===== src/rtl/fcam_pkg.sv =====
package fcam_pkg;

  // Output timing of the lookup path
  typedef enum logic {
    LK_COMB = 1'b0,
    LK_REG  = 1'b1
  } lk_mode_e;

  // Width of a counter that must reach the value d
  function automatic int unsigned cnt_width(input int unsigned d);
    return $clog2(d + 1);
  endfunction

  // Width of a pointer that addresses d slots (at least 1)
  function automatic int unsigned ptr_width(input int unsigned d);
    return (d > 1) ? $clog2(d) : 1;
  endfunction

endpackage


===== src/rtl/fcam_fill_ctrl.sv =====
module fcam_fill_ctrl #(
  parameter int unsigned DEPTH = 128,
  localparam int unsigned CNT_W = fcam_pkg::cnt_width(DEPTH),
  localparam int unsigned PTR_W = fcam_pkg::ptr_width(DEPTH)
) (
  input  logic             clk,
  input  logic             rst,
  input  logic             clr,
  input  logic             we,
  output logic             wr_go,
  output logic [PTR_W-1:0] wr_ptr,
  output logic             full
);

  localparam logic [CNT_W-1:0] LAST = CNT_W'(DEPTH);

  logic [CNT_W-1:0] used_q;

  // full is decoded straight from the registered fill count
  assign full   = (used_q == LAST);
  assign wr_go  = we && !clr && !full;
  assign wr_ptr = used_q[PTR_W-1:0];

  always_ff @(posedge clk) begin
    if (rst || clr) begin
      used_q <= '0;
    end else if (wr_go) begin
      used_q <= used_q + 1'b1;
    end
  end

endmodule


===== src/rtl/fcam_entry_array.sv =====
module fcam_entry_array #(
  parameter int unsigned DEPTH = 128,
  parameter int unsigned IDX_W = 11,
  parameter int unsigned COL_W = 2,
  localparam int unsigned PTR_W = fcam_pkg::ptr_width(DEPTH)
) (
  input  logic                        clk,
  input  logic                        rst,
  input  logic                        clr,
  input  logic                        wr_go,
  input  logic [PTR_W-1:0]            wr_ptr,
  input  logic [IDX_W-1:0]            wr_idx,
  input  logic [COL_W-1:0]            wr_col,
  input  logic [IDX_W-1:0]            lk_idx,
  output logic [DEPTH-1:0]            hit_line,
  output logic [DEPTH-1:0][COL_W-1:0] slot_col
);

  logic [DEPTH-1:0] live_q;

  // Valid bits carry the reset; payload registers do not
  always_ff @(posedge clk) begin
    if (rst || clr) begin
      live_q <= '0;
    end else if (wr_go) begin
      live_q[wr_ptr] <= 1'b1;
    end
  end

  for (genvar s = 0; s < DEPTH; s++) begin : g_slot
    logic [IDX_W-1:0] key_q;
    logic [COL_W-1:0] sub_q;

    always_ff @(posedge clk) begin
      if (wr_go && (wr_ptr == PTR_W'(s))) begin
        key_q <= wr_idx;
        sub_q <= wr_col;
      end
    end

    assign hit_line[s] = live_q[s] && (key_q == lk_idx);
    assign slot_col[s] = sub_q;
  end

endmodule


===== src/rtl/fcam_hit_mux.sv =====
module fcam_hit_mux #(
  parameter int unsigned DEPTH = 128,
  parameter int unsigned COL_W = 2,
  parameter fcam_pkg::lk_mode_e MODE = fcam_pkg::LK_REG
) (
  input  logic                        clk,
  input  logic                        rst,
  input  logic [DEPTH-1:0]            hit_line,
  input  logic [DEPTH-1:0][COL_W-1:0] slot_col,
  input  logic [COL_W-1:0]            dflt_col,
  output logic                        hit,
  output logic [COL_W-1:0]            col
);

  logic             any_d;
  logic [COL_W-1:0] pick_d;
  logic [COL_W-1:0] col_d;

  // One-hot AND-OR select: a valid table has at most one hit line high
  always_comb begin
    pick_d = '0;
    for (int s = 0; s < DEPTH; s++) begin
      pick_d = pick_d | (slot_col[s] & {COL_W{hit_line[s]}});
    end
  end

  assign any_d = |hit_line;
  assign col_d = any_d ? pick_d : dflt_col;

  if (MODE == fcam_pkg::LK_REG) begin : g_reg
    always_ff @(posedge clk) begin
      if (rst) begin
        hit <= 1'b0;
        col <= '0;
      end else begin
        hit <= any_d;
        col <= col_d;
      end
    end
  end else begin : g_comb
    assign hit = any_d;
    assign col = col_d;
  end

endmodule


===== src/rtl/fault_cam_remap.sv =====
module fault_cam_remap #(
  parameter int unsigned DEPTH   = 128,
  parameter int unsigned IDX_W   = 11,
  parameter int unsigned COL_W   = 2,
  parameter bit          REG_OUT = 1'b1
) (
  input  logic             clk,
  input  logic             rst,
  input  logic             clr,
  input  logic             cfg_we,
  input  logic [IDX_W-1:0] cfg_idx,
  input  logic [COL_W-1:0] cfg_col,
  input  logic [IDX_W-1:0] lk_idx,
  output logic             lk_hit,
  output logic [COL_W-1:0] lk_col,
  output logic             full
);

  localparam int unsigned PTR_W = fcam_pkg::ptr_width(DEPTH);
  localparam fcam_pkg::lk_mode_e MODE =
    REG_OUT ? fcam_pkg::LK_REG : fcam_pkg::LK_COMB;

  logic                        wr_go;
  logic [PTR_W-1:0]            wr_ptr;
  logic [DEPTH-1:0]            hit_line;
  logic [DEPTH-1:0][COL_W-1:0] slot_col;

  fcam_fill_ctrl #(
    .DEPTH (DEPTH)
  ) u_fill (
    .clk    (clk),
    .rst    (rst),
    .clr    (clr),
    .we     (cfg_we),
    .wr_go  (wr_go),
    .wr_ptr (wr_ptr),
    .full   (full)
  );

  fcam_entry_array #(
    .DEPTH (DEPTH),
    .IDX_W (IDX_W),
    .COL_W (COL_W)
  ) u_array (
    .clk      (clk),
    .rst      (rst),
    .clr      (clr),
    .wr_go    (wr_go),
    .wr_ptr   (wr_ptr),
    .wr_idx   (cfg_idx),
    .wr_col   (cfg_col),
    .lk_idx   (lk_idx),
    .hit_line (hit_line),
    .slot_col (slot_col)
  );

  fcam_hit_mux #(
    .DEPTH (DEPTH),
    .COL_W (COL_W),
    .MODE  (MODE)
  ) u_mux (
    .clk      (clk),
    .rst      (rst),
    .hit_line (hit_line),
    .slot_col (slot_col),
    .dflt_col (lk_idx[COL_W-1:0]),
    .hit      (lk_hit),
    .col      (lk_col)
  );

endmodule


===== config.mk =====
export PLATFORM = sky130hd
export DESIGN_NAME = fault_cam_remap
export DESIGN_NICKNAME = d
export VERILOG_FILES = /design/src/rtl/fcam_pkg.sv /design/src/rtl/fcam_fill_ctrl.sv /design/src/rtl/fcam_entry_array.sv /design/src/rtl/fcam_hit_mux.sv /design/src/rtl/fault_cam_remap.sv
export SDC_FILE = /design/constraint.sdc
export NUM_CORES = 2
export LEC_CHECK = 0
export BUFFER_PORTS_ARGS = -buffer_cell sky130_fd_sc_hd__buf_2
export CORE_AREA = 2 2 334 336
export DETAILED_ROUTE_END_ITERATION = 10
export DIE_AREA = 0 0 336 338
export PLACE_DENSITY_LB_ADDON = 0.08
export SYNTH_ARGS = -nofsm -noshare
export SYNTH_HDL_FRONTEND = slang
export SYNTH_SLANG_ARGS = --single-unit

===== constraint.sdc =====
create_clock -name clk -period 5.1 [get_ports clk]
set_input_delay 0.765 -clock clk [delete_from_list [all_inputs] [get_ports clk]]
set_output_delay 0.765 -clock clk [all_outputs]
set_load 0.01 [all_outputs]

======== Word level (Yosys, flattened, before mapping) ========
Cells that the tools add are included.
operators by class
  bitwise gates (word level) .............. 256
  muxes and demuxes ....................... 3
  $add $sub $neg .......................... 1
  reduce and logical (&&, ||, !) cells .... 264
  order comparisons ....................... 2
  equality and inequality tests ........... 256
operators with widths
  cell                   number
  $eq A11 B11 Y1         128
  $eq A7 B7 Y1 const B   64
  $logic_and A1 B1 Y1    259
  $and A2 B2 Y2          128
  $or A2 B2 Y2           127
  $eq A7 B6 Y1 const B   32
  $or A128 B128 Y128     1
  $reduce_or A128 Y1     1
  $eq A7 B5 Y1 const B   16
  $eq A7 B4 Y1 const B   8
  $eq A7 B3 Y1 const B   4
  $eq A7 B2 Y1 const B   2
  $add A8 B1 Y8 const B  1
  $eq A8 B8 Y1 const B   1
  $lt A7 B8 Y1 const B   1
  $demux W1 S7           1
  $eq A7 B1 Y1 const B   1
  $ge A7 B1 Y1 const B   1
  $logic_not A7 Y1       1
  $logic_not A1 Y1       2
  $mux W2                1
  $logic_or A1 B1 Y1     1
  $mux W1                1
word-level totals
  output and inout port bits .............. 4
  flip-flop bits (word level) ............. 1803
  word-level logic and storage cells ...... 1042

======== Longest topological paths before layout ========
  depth in word-level cells ............... 131
  depth in mapped cells ................... 12

======== Cells and area by module ========
Synthesis repeated with hierarchy kept, for this count alone.
unflattened totals
  cell total of the unflattened synthesis .. 4484
  area total of the unflattened synthesis .. 73138.9 µm²
by module, submodules not included
  module            cells an instance  times used  area an instance (µm²)  sequential area each (µm²)
  fcam_entry_array  4227               1           71023.1                 52530.4
  fcam_hit_mux      199                1           1621.6                  60.1
  fcam_fill_ctrl    58                 1           494.2                   160.2

======== Worst setup path after synthesis ========
OpenSTA, ideal clock, no wires.
  kind .................................... register -> register
  from .................................... reg u_fill.used_q[0]
  to ...................................... reg u_array.g_slot[3].key_q[0], enable pin
  clock period less this slack ............ 3139 ps
  arrival ................................. 2740 ps
  slack ................................... 1961 ps
  library setup time ...................... 400 ps
  stages on the path, launching flop included .. 10
  path through ............................ dfxtp_1 -> inv_1 -> ha_1 -> nand4_1 -> and2_1 -> nor2b_1 -> buf_2 -> clkbuf_1 -> nand3_1 -> nor3_1
between the ends
  cells in the longest elaborated chain, start to end .. 4
  elaborated cells on any way between the ends .. 5
RTL lines
  what                     RTL line                source
  start, declared          fcam_fill_ctrl.sv:17    logic [CNT_W-1:0] used_q;
  start signal, assigned   fcam_fill_ctrl.sv:28    used_q <= used_q + 1'b1;
  $eq A8 B8 Y1             fcam_fill_ctrl.sv:20    assign full = (used_q == LAST);
  $logic_not A1 Y1         fcam_fill_ctrl.sv:21    assign wr_go = we && !clr && !full;
  $logic_and A1 B1 Y1      fcam_fill_ctrl.sv:21
  $logic_and A1 B1 Y1 (*)  fcam_entry_array.sv:35  if (wr_go && (wr_ptr == PTR_W'(s))) begin
  end signal, assigned     fcam_entry_array.sv:36  key_q <= wr_idx;
  end, declared            fcam_entry_array.sv:31  logic [IDX_W-1:0] key_q;
Every way passes the cells marked *; elsewhere a longest branch is shown, timed or not.
A chain may end at the register's enable or synchronous reset.

======== Final worst setup path ========
  from .................................... reg u_fill.used_q[0]
  to ...................................... reg u_array.g_slot[60].key_q[7], enable pin
between the ends
  cells in the longest elaborated chain, start to end .. 4
  elaborated cells on any way between the ends .. 5
RTL lines
  what                     RTL line
  $eq A8 B8 Y1             fcam_fill_ctrl.sv:20
  $logic_not A1 Y1         fcam_fill_ctrl.sv:21
  $logic_and A1 B1 Y1      fcam_fill_ctrl.sv:21
  $logic_and A1 B1 Y1 (*)  fcam_entry_array.sv:35
  end signal, assigned     fcam_entry_array.sv:36
  end, declared            fcam_entry_array.sv:31
Marks and branches as above.

==> impl_metrics.tcl <==
set metrics [dict create \
    crit_start "u_fill.used_q[0]" \
    area_delta_synth_final_pct 12.3 \
    grt_max_degree 129 \
    cts_tree "built" \
    rsz0062_at_grt "false" \
    power.share.combinational_pct 4.9 \
    cts.sink_count 1803 \
    drt_wl_total_um 221000 \
    setup_viol 0 \
    switching_share_pct 21.6 \
    start_util_pct 67.5 \
    grt_util_all_layers_pct 39.3 \
    synthDistinctLibCells 44 \
    dr_total_vias 45100 \
    ys_ff_latch 1803 \
    viasPerCell 6.70 \
    cpMostUsedCell "buf_4" \
    syn_area_per_cell_um2 15.4 \
    drtIter0Drc 7304 \
    fin_crit_ns 4.08 \
    p_leak_nw 27.3 \
    fill_cells 6546 \
    gp_congestion 0.958 \
    fin_crit_sh_pct 80.0 \
    pwr-share-clk_pct 42.1 \
    io_pins 32 \
    hpwl_um 129000 \
    synth_top_flop_cell "edfxtp_1" \
    finalClockSkew_ns 0.0247 \
    grt_first_pass_wirelength_um 310000 \
    worstReg2RegStart "u_fill.used_q[0]" \
    reg2reg_to "u_array.g_slot[60].key_q[7]" \
    syn_inst 4815 \
    drive_above_1_share_pct 10.9 \
    cp.arrival_ns 4.55 \
    switchingPower_mw 6.57 \
    power_frac_seq_pct 53.0 \
    drc 0 \
    synth_area_um2 74300 \
    max_stage_delay_ns 0.62 \
    slew-limit-headroom_pct 10.6 \
    path_class "reg2reg" \
    clk_path_buf_depth 3 \
    drt-wirelength-per-cell_um 32.8 \
    cp_slowest_cell "nand2_1" \
    root_buffer "clkbuf_16" \
    status "complete, no violations" \
    syn-num-nets 4847 \
    crit_end "u_array.g_slot[60].key_q[7]" \
    grt_pass1_vias 43000 \
    ys_async_sr_fraction_pct 0 \
    pwr_density_cell_nw_per_um2 365 \
    tightest_slew_ns 1.33 \
    antenna_found_initial 8 \
    cts.reportedPaths.clkPinSlew_ns 0.06 \
    required_ns 5.57 \
    cts_buffers 177 \
    clk_latency_ns 0.79 \
    nets 5122 \
    grt.overflow.total 0 \
    cts_max_level 4 \
    internal_power_mw 23.9 \
    drtPass1Iterations 8 \
    peakVddDrop_mv 0.452 \
    max_freq_mhz 245 \
    yosysWarnings 0 \
    cp-start-kind "register" \
    core_area_um2 110000 \
    reg2reg_slack_ns 1.02 \
    final_common_cell "edfxtp_1" \
    synth-edff-count 1664 \
    io_buffers 31 \
    die_h_um 338 \
    ant_nets 0 \
    cts_resized 0 \
    reg2reg_depth 9 \
    ys_seq_area_share_pct 71.0 \
    cts_hold_buffers 0 \
    critPathMaxFanout 17 \
    die_x_um 336 \
    maxSlewViolCount 0 \
    cts_setup_buffers 0 \
    power.total_mw 30.4 \
    fin_tns_setup_ns 0 \
    rows 122 \
    min_path_type "in2reg" \
    dieArea_um2 114000 \
    crit_chain "inv_1 > ha_1 > nand4_1 > and2_1 > nor2b_1 > buf_4 > nand2_1 > nor2_1 > buf_4" \
    maxCapViolations 0 \
    final_cell_mix "edfxtp_1 (1,664), xor2_1 (750), xnor2_1 (664), nand4_1 (286), nor2_1 (274)" \
    hold_viol 0 \
    cp-end-kind "register" \
]
-- worst max-delay path, delay by kind of cell, from the launching register on --
kind / cells / cell delay (ns)
and+or+nand+nor: 5 / 2.13
buffers and inverters: 3 / 0.75
DFF: 1 / 0.54
adders and majority gates: 1 / 0.33
-- sequential cells by signal (all words and copies together) (netlist names) --
name	count
u_array.g_slot.key_q	1408
u_array.g_slot.sub_q	256
u_array.live_q	128
u_fill.used_q	8
u_mux.col	2
u_mux.hit	1
-- routing by layer --
| metal | GRT usage [%] | wire length (µm) | vias to the layer above | part of all wire [%] |
|---|---|---|---|---|
| met5 | 0 | 25 | - | 0.011 |
| met4 | 15.8 | 9580 | 4 | 4.3 |
| met3 | 10.0 | 31500 | 613 | 14 |
| met2 | 57.7 | 96800 | 3560 | 44 |
| met1 | 56.8 | 83100 | 22600 | 38 |
| li1 | - | - | 18400 | - |
-- power groups by stage --
| stage | clock [mW] | combinational [mW] | sequential (mW) |
|---|---|---|---|
| global placement | 0 | 1.44 | 16.5 |
| finish | 12.8 | 1.49 | 16.1 |
| global route | 13.4 | 1.54 | 16.1 |
| detailed placement | 0 | 1.45 | 16.5 |
| floorplan | 0 | 0.753 | 16.5 |
| CTS | 12.8 | 1.46 | 16.1 |
-- synthesized netlist by cell type (2+ instances only) --
cell type  count  area share, %
a2111oi_0      7          0.083
a211oi_1       5          0.051
a21oi_1      131           0.88
a221oi_1       4          0.047
a22o_1         4          0.047
and2_1         7          0.059
and3_1        11          0.093
and3b_1        3          0.035
and4_1        93            1.1
buf_2         53           0.36
buf_4        100            1.0
buf_6          8           0.12
clkbuf_1      45           0.23
dfxtp_1      139            3.7
edfxtp_1    1664             67
ha_1           4          0.067
inv_1         91           0.46
nand2_1       26           0.13
nand3_1       97           0.65
nand3b_1       2          0.020
nand4_1      286            2.4
nand4b_1       2          0.024
nor2_1       280            1.4
nor2b_1       10          0.084
nor3_1        20           0.13
nor4_1       207            1.7
o2111ai_1     45           0.53
o22ai_1       15           0.13
or2_2          2          0.017
or3_1         27           0.23
or4_1          2          0.020
xnor2_1      664            7.8
xor2_1       750            8.8
-- metrics by stage --
step | std cells | util (%) | area, µm² | setup slack [ns] | hold WS (ns)
2_1_floorplan | 4815 | - | 74300 | 1.96 | 0.429
3_3_place_gp | 6399 | 70.6 | 77800 | 0.458 | 0.441
3_5_place_dp | 6399 | 70.6 | 77800 | 0.521 | 0.448
4_1_cts | 6732 | 75.8 | 83400 | 1.27 | 0.275
5_1_grt | 6732 | 75.8 | 83400 | 0.926 | 0.305
6_report | 6735 | 75.8 | 83400 | 1.02 | 0.336
-- cells by family (layout without fill, tap and decap cells) --
family,Yosys count,after routing,share of synthesized area (%)
buffers and inverters,298,727,2.18
flip-flops,1803,1803,71.0
adder cells (fa/ha/maj),4,4,0.0674
XOR/XNOR,1414,1414,16.7
AO/OA/AOI/OAI,214,214,1.80
other,0,3,0
AND/OR/NAND/NOR,1082,1082,8.25
-- worst min-delay path by stage --
stage / start / endpoint / slack [ns] / cells after the start
2_1_floorplan: u_array.live_q[0] / u_array.live_q[0] / 0.43 / 2
3_3_place_gp: u_array.live_q[101] / u_array.live_q[101] / 0.44 / 2
3_5_place_dp: u_array.live_q[36] / u_array.live_q[36] / 0.45 / 2
4_1_cts: rst / u_mux.col[0] / 0.27 / 2
5_1_grt: rst / u_mux.hit / 0.31 / 2
6_report: rst / u_mux.hit / 0.34 / 2
-- layout make-up --
class / instances / area, µm² / area share (%)
sequential: 1803 / 52800 / 63.2
tap: 1488 / 1860 / 2.23
timing repair buffer: 303 / 2830 / 3.39
antenna: 3 / 7.51 / 0.00900
clock buffer: 262 / 5040 / 6.04
clock inverter: 71 / 627 / 0.751
inverter: 91 / 342 / 0.409
multi-input combinational: 2714 / 20000 / 23.9
Power figures use the tool's default switching activity.
